### config.mk
export PLATFORM = sky130hd
export DESIGN_NAME = evt_pkt_framer
export DESIGN_NICKNAME = d
export VERILOG_FILES = /design/src/rtl/framer_pkg.sv /design/src/rtl/pkt_crc32.sv /design/src/rtl/hit_store.sv /design/src/rtl/evt_pkt_framer.sv
export SDC_FILE = /design/constraint.sdc
export NUM_CORES = 2
export LEC_CHECK = 0
export ABC_AREA = 0
export CAP_MARGIN = 40
export CORE_ASPECT_RATIO = 0.5
export CORE_MARGIN = 8
export CORE_UTILIZATION = 39
export DETAILED_ROUTE_END_ITERATION = 16
export SYNTH_ARGS = -nofsm -noshare
export SYNTH_HDL_FRONTEND = slang
export SYNTH_SLANG_ARGS = --single-unit
### constraint.sdc
create_clock -name clk -period 11.6 [get_ports clk]
set_input_delay 2.32 -clock clk [delete_from_list [all_inputs] [get_ports clk]]
set_output_delay 2.32 -clock clk [all_outputs]
set_load 0.02 [all_outputs]
### src/rtl/framer_pkg.sv
// Shared definitions for the event packet framer: state encoding,
// fixed marker words and the one-word CRC-32 step.
// Assumes CRC processing is MSB first with no reflection.
package framer_pkg;

    localparam logic [31:0] SEP_WORD  = 32'hCCCC_CCCC;
    localparam logic [31:0] END_WORD  = 32'hBBBB_BBBB;
    localparam logic [31:0] CRC_POLY  = 32'h04C1_1DB7;
    localparam logic [31:0] CRC_SEED  = 32'hFFFF_FFFF;

    typedef enum logic [3:0] {
        ST_IDLE, ST_HDR, ST_COLLECT, ST_LEN, ST_HITS,
        ST_SEP, ST_TSUM, ST_CRC, ST_END
    } fr_state_t;

    // Advances a CRC-32 register by one 32-bit word, MSB first.
    function automatic logic [31:0] crc32_step(input logic [31:0] crc_in,
                                               input logic [31:0] word);
        logic [31:0] c;
        logic        fb;
        c = crc_in;
        for (int b = 31; b >= 0; b--) begin
            fb = c[31] ^ word[b];
            c  = {c[30:0], 1'b0};
            if (fb) c = c ^ CRC_POLY;
        end
        return c;
    endfunction

endpackage

### src/rtl/pkt_crc32.sv
// Running CRC-32 register. Reloads the seed on init and absorbs one
// word per cycle on upd. Assumes init and upd are never high together.
module pkt_crc32
    import framer_pkg::*;
(
    input  logic        clk,
    input  logic        rst_n,
    input  logic        init,
    input  logic        upd,
    input  logic [31:0] data,
    output logic [31:0] crc
);

    // Holds the running remainder; keeps its value when neither control is set.
    always_ff @(posedge clk) begin
        if (!rst_n)    crc <= CRC_SEED;
        else if (init) crc <= CRC_SEED;
        else if (upd)  crc <= crc32_step(crc, data);
    end

    assert_ctrl_excl_R7: assert property (@(posedge clk) disable iff (!rst_n)
        !(init && upd));

endmodule

### src/rtl/hit_store.sv
// Buffers one sensor's hits so that their count can be sent ahead of them.
// Writes go to the next free slot. Reads are combinational by address.
// Assumes the writer never exceeds DEPTH entries between clears.
module hit_store #(
    parameter int DEPTH = 16,
    localparam int AW = (DEPTH > 1) ? $clog2(DEPTH) : 1,
    localparam int CW = $clog2(DEPTH + 1)
) (
    input  logic          clk,
    input  logic          rst_n,
    input  logic          clr,
    input  logic          we,
    input  logic [31:0]   wdata,
    input  logic [AW-1:0] raddr,
    output logic [31:0]   rdata,
    output logic [CW-1:0] count
);

    logic [31:0] mem [DEPTH];

    // Stores an incoming hit at the current fill position.
    always_ff @(posedge clk) begin
        if (we) mem[count[AW-1:0]] <= wdata;
    end

    // Tracks how many hits are held for the current sensor.
    always_ff @(posedge clk) begin
        if (!rst_n)   count <= '0;
        else if (clr) count <= '0;
        else if (we)  count <= count + 1'b1;
    end

    assign rdata = mem[raddr];

    assert_no_overflow_R11: assert property (@(posedge clk) disable iff (!rst_n)
        we |-> (count < CW'(DEPTH)));

endmodule

### src/rtl/evt_pkt_framer.sv
// Event packet framer. Sends the header words, one length-prefixed hit
// block per sensor, a separator, the trigger-summary words, a CRC over
// all earlier words and a closing word. The output is a valid/ready stream.
// Assumes each sensor sends at most MAX_HITS hits.
module evt_pkt_framer
    import framer_pkg::*;
#(
    parameter int NUM_SENSORS = 3,
    parameter int HDR_WORDS   = 8,
    parameter int TSUM_WORDS  = 2,
    parameter int MAX_HITS    = 16
) (
    input  logic                    clk,
    input  logic                    rst_n,
    input  logic                    pkt_start,
    input  logic [32*HDR_WORDS-1:0] hdr_words,
    input  logic [32*TSUM_WORDS-1:0] tsum_words,
    input  logic                    hit_valid,
    output logic                    hit_ready,
    input  logic [31:0]             hit_data,
    input  logic                    hit_last,
    input  logic                    hit_none,
    output logic [31:0]             out_data,
    output logic                    out_valid,
    input  logic                    out_ready,
    output logic                    out_last
);

    localparam int MAXN = (HDR_WORDS > TSUM_WORDS) ?
                          ((HDR_WORDS > MAX_HITS) ? HDR_WORDS : MAX_HITS) :
                          ((TSUM_WORDS > MAX_HITS) ? TSUM_WORDS : MAX_HITS);
    localparam int IW = $clog2(MAXN + 1);
    localparam int AW = (MAX_HITS > 1) ? $clog2(MAX_HITS) : 1;
    localparam int CW = $clog2(MAX_HITS + 1);
    localparam int SW = (NUM_SENSORS > 1) ? $clog2(NUM_SENSORS) : 1;

    fr_state_t                state;
    logic [IW-1:0]            idx;
    logic [SW-1:0]            sens;
    logic [32*HDR_WORDS-1:0]  hdr_q;
    logic [32*TSUM_WORDS-1:0] tsum_q;
    logic [31:0]              crc;
    logic [31:0]              hit_rd;
    logic [CW-1:0]            hit_cnt;
    logic                     fire;
    logic                     take_hit;
    logic                     blk_done;
    logic                     clr_store;

    assign fire      = out_valid && out_ready;
    assign hit_ready = (state == ST_COLLECT);
    assign take_hit  = hit_ready && hit_valid;
    assign blk_done  = fire && (((state == ST_LEN) && (hit_cnt == '0)) ||
                       ((state == ST_HITS) && (IW'(hit_cnt) == idx + 1'b1)));
    assign clr_store = blk_done || (state == ST_IDLE);

    // Buffer for the hits of the sensor being collected.
    hit_store #(.DEPTH(MAX_HITS)) store_i (
        .clk   (clk),
        .rst_n (rst_n),
        .clr   (clr_store),
        .we    (take_hit && !hit_none),
        .wdata (hit_data),
        .raddr (idx[AW-1:0]),
        .rdata (hit_rd),
        .count (hit_cnt)
    );

    // Running CRC over every word sent before the CRC word.
    pkt_crc32 crc_i (
        .clk   (clk),
        .rst_n (rst_n),
        .init  ((state == ST_IDLE) && pkt_start),
        .upd   (fire && (state != ST_CRC) && (state != ST_END)),
        .data  (out_data),
        .crc   (crc)
    );

    // Selects the word to present for the current state.
    always_comb begin
        out_valid = 1'b1;
        out_last  = 1'b0;
        out_data  = '0;
        unique case (state)
            ST_HDR:  out_data = hdr_q[32*idx +: 32];
            ST_LEN:  out_data = 32'(hit_cnt);
            ST_HITS: out_data = hit_rd;
            ST_SEP:  out_data = SEP_WORD;
            ST_TSUM: out_data = tsum_q[32*idx +: 32];
            ST_CRC:  out_data = crc;
            ST_END: begin
                out_data = END_WORD;
                out_last = 1'b1;
            end
            default: out_valid = 1'b0;
        endcase
    end

    // Sequences the packet and captures the parallel fields at start.
    always_ff @(posedge clk) begin
        if (!rst_n) begin
            state  <= ST_IDLE;
            idx    <= '0;
            sens   <= '0;
            hdr_q  <= '0;
            tsum_q <= '0;
        end else begin
            unique case (state)
                ST_IDLE: if (pkt_start) begin
                    hdr_q  <= hdr_words;
                    tsum_q <= tsum_words;
                    idx    <= '0;
                    sens   <= '0;
                    state  <= ST_HDR;
                end
                ST_HDR: if (fire) begin
                    if (idx == IW'(HDR_WORDS - 1)) begin
                        idx   <= '0;
                        state <= ST_COLLECT;
                    end else begin
                        idx <= idx + 1'b1;
                    end
                end
                ST_COLLECT: if (take_hit && (hit_last || hit_none)) state <= ST_LEN;
                ST_LEN: if (fire) begin
                    idx <= '0;
                    if (hit_cnt != '0) state <= ST_HITS;
                end
                ST_HITS: if (fire && !blk_done) idx <= idx + 1'b1;
                ST_SEP: if (fire) begin
                    idx   <= '0;
                    state <= ST_TSUM;
                end
                ST_TSUM: if (fire) begin
                    if (idx == IW'(TSUM_WORDS - 1)) state <= ST_CRC;
                    else                            idx <= idx + 1'b1;
                end
                ST_CRC: if (fire) state <= ST_END;
                ST_END: if (fire) state <= ST_IDLE;
                default: state <= ST_IDLE;
            endcase
            if (blk_done) begin
                idx <= '0;
                if (sens == SW'(NUM_SENSORS - 1)) begin
                    state <= ST_SEP;
                end else begin
                    sens  <= sens + 1'b1;
                    state <= ST_COLLECT;
                end
            end
        end
    end

    assert_hold_word_R9: assert property (@(posedge clk) disable iff (!rst_n)
        (out_valid && !out_ready) |=> (out_valid && $stable(out_data)));

    assert_last_marker_R8: assert property (@(posedge clk) disable iff (!rst_n)
        out_last |-> (out_valid && out_data == END_WORD));

    assert_crc_fresh_R7: assert property (@(posedge clk) disable iff (!rst_n)
        (state == ST_HDR && idx == '0) |-> (crc == CRC_SEED));

    assert_ports_excl_R11: assert property (@(posedge clk) disable iff (!rst_n)
        !(hit_ready && out_valid));

    assert_sep_after_blocks_R5: assert property (@(posedge clk) disable iff (!rst_n)
        $rose(state == ST_SEP) |-> (out_data == SEP_WORD && $past(fire)));

endmodule

==> flow_metrics.tcl <==
set metrics [dict create \
    ys_top_cells_by_area "edfxtp_1, dfxtp_1, mux4_2, nand2_1, a21boi_0" \
    hp-start "hdr_q[91]" \
    cts.sinks 884 \
    syn_area_um2 40400 \
    die_area_um2 115000 \
    synth_edf_count 512 \
    drtIter0Drc 2524 \
    h-tree-depth 3 \
    synthAdderAreaFrac 0.00186 \
    worstReg2RegEnd "crc_i.crc[7]" \
    final-setup-viol-count 0 \
    final_util 0.472 \
    maxSlewViolCount 0 \
    worstHoldEndpoint "hdr_q[91]" \
    cts_resized 0 \
    cp.arrival_ns 5.19 \
    globalRoute.totalOverflow 0 \
    r2r_start "state[2]" \
    fillCellCount 9094 \
    yosys_warnings 0 \
    min_period_over_period 0.648 \
    grt_pass1_vias 26900 \
    fmax_mhz 133 \
    die_height_um 244 \
    root_buffer "clkbuf_16" \
    tightest_slew_ns 1.08 \
    grt_pass1_wl_mm 190 \
    ant_nets 0 \
    yosysUniqueCellTypes 82 \
    relSlewSlack 0.275 \
    vias_per_cell 5.46 \
    hold_buffers 0 \
    io_pins 394 \
    wl_per_cell_um 26.9 \
    insertion_delay_ns 0.70 \
    drt_wl_total_mm 133 \
    finalClockSkew_ns 0.0711 \
    antenna_found_initial 9 \
    cp_max_fo 31 \
    hpwl_mm 92.0 \
    hold_viol_final 0 \
    synthSimpleGateAreaFrac 0.0924 \
    ys_seq_area_frac 0.565 \
    synth-xor-area-share 0.0834 \
    ys_seq_elements 884 \
    synth_mux_area_frac 0.129 \
    io_buffers 393 \
    r2r_setup_slack_ns 4.20 \
    cts_max_path_buffers 3 \
    die_w_um 471 \
    outcome "complete, no violations" \
    cap_violations 0 \
    rows 83 \
    start_kind "flop" \
    hold_depth 2 \
    tns_ns 0 \
    grt_max_degree 169 \
    yosys.area.top_type "edfxtp_1" \
    synth_compound_gate_area_share 0.100 \
    synth_top_area_frac 0.380 \
    crit_type "flop to output pin" \
    place.gp.congestion 0.923 \
    hp-class "flop to flop" \
    drtPass1Iterations 5 \
    drc_errors 0 \
    syn_inst 3170 \
    cp-end-kind "output pin" \
    core_um2 103000 \
    num_vias 26900 \
    drive_above_1_share 0.126 \
    cp.required_ns 9.28 \
    synthArstFlopShare 0 \
    cts_tree "done" \
    cts_made_buffers 82 \
    postCtsSetupBuffers 0 \
    period_minus_slack_ns 7.51 \
    synth_top_family_by_area "multiplexers" \
    syn_avg_cell_area_um2 12.8 \
    synth_nets 3535 \
    rsz0062_at_grt "false" \
    track_usage 0.223 \
    nNetsFinal 3861 \
    reg2reg_depth 14 \
    area_delta_synth_final_pct 19.8 \
    start_util 0.394 \
    synth-main-ff-cell "edfxtp_1" \
    path_clk_slew_ns 0.07 \
]
[stage by stage]
stage	setup WS [ns]	instance area, um2	hold WS, ns	instances
after CTS	4.14	48400	0.464	4917
after detailed placement	4.34	45800	0.455	4770
after global placement	4.38	45500	0.452	4752
after global routing	3.90	48400	0.485	4923
final	4.09	48400	0.461	4925
after floorplan	6.01	40400	0.440	3170
[worst max-delay path: stages (launching register included)]
cell and delay, ns:
dfxtp_1 0.91, nand4bb_4 0.70, buf_4 0.51, and2_1 0.45, a221oi_1 1.01, o21bai_1 0.21, clkdlybuf4s50_1 0.68
[layout by cell type (no fill, tap or decap), types with 15 or more instances in the layout]
master	synthesis	final
a21boi_0	321	321
a21oi_1	47	47
a22oi_1	28	28
buf_4	6	50
clkbuf_1	143	20
clkbuf_16	0	83
clkdlybuf4s50_1	0	392
dfxtp_1	372	366
edfxtp_1	512	512
inv_1	15	15
mux2_2	36	36
mux2i_1	141	141
mux4_2	151	151
nand2_1	723	723
nand3_1	26	25
nor2_1	39	26
nor3_1	21	17
nor4_1	18	18
o211ai_1	30	30
o21ai_0	33	33
xnor2_1	115	115
xnor3_1	44	44
xor2_1	64	64
[layer usage]
metal,track usage,part of all wire
met1,0.297,0.43
met2,0.380,0.49
met3,0.0399,0.058
met4,0.0509,0.023
met5,0,0.000098
[cell families (layout without fill, tap and decap cells)]
kind of cell,Yosys count,count (layout)
mux,328,328
buf+inv,235,624
fa+ha+maj,6,6
flops,884,884
other cells,0,6
xor+xnor,263,263
compound gates,549,549
simple gates,905,905
[sequential cells by signal, summed over array words and instances (netlist names), named ones only]
signal,cells
sens,1
state,4
idx,5
tsum_q,64
store_i.count,5
store_i.mem,512
crc_i.crc,32
hdr_q,256
[Yosys cell counts, types with 13 or more instances]
| master | number |
|---|---|
| nand2_1 | 723 |
| edfxtp_1 | 512 |
| dfxtp_1 | 372 |
| a21boi_0 | 321 |
| mux4_2 | 151 |
| clkbuf_1 | 143 |
| mux2i_1 | 141 |
| xnor2_1 | 115 |
| xor2_1 | 64 |
| a21oi_1 | 47 |
| xnor3_1 | 44 |
| nor2_1 | 39 |
| mux2_2 | 36 |
| o21ai_0 | 33 |
| buf_2 | 32 |
| o211ai_1 | 30 |
| a22oi_1 | 28 |
| nand3_1 | 26 |
| buf_6 | 21 |
| nor3_1 | 21 |
| nor4_1 | 18 |
| and3_1 | 15 |
| inv_1 | 15 |
| buf_1 | 13 |
| nor2b_1 | 13 |
[worst max-delay path by stage]
stage	slack (ns)	startpoint	end
6_report	4.09	state[2]	out_data[7]
5_1_grt	3.90	state[2]	crc_i.crc[7]
4_1_cts	4.14	state[2]	out_data[0]
3_5_place_dp	4.34	state[2]	crc_i.crc[7]
3_3_place_gp	4.38	idx[0]	crc_i.crc[7]
2_1_floorplan	6.01	hit_none	store_i.mem[3][0]
[cell type report]
cell class,count,area [um2],area share
flip-flops and latches,884,22800,0.471
multi-input cells,2051,16600,0.343
repair buffers,461,4550,0.0940
clock buffers,109,2230,0.0461
well taps,1360,1700,0.0351
clock inverters,38,422,0.00870
inverters,16,60.1,0.00124
diodes,6,15.0,0.000310
Power is left out: the tool's default activity adds up to more than one toggle a clock period on the data nets, which glitch-free logic cannot reach.
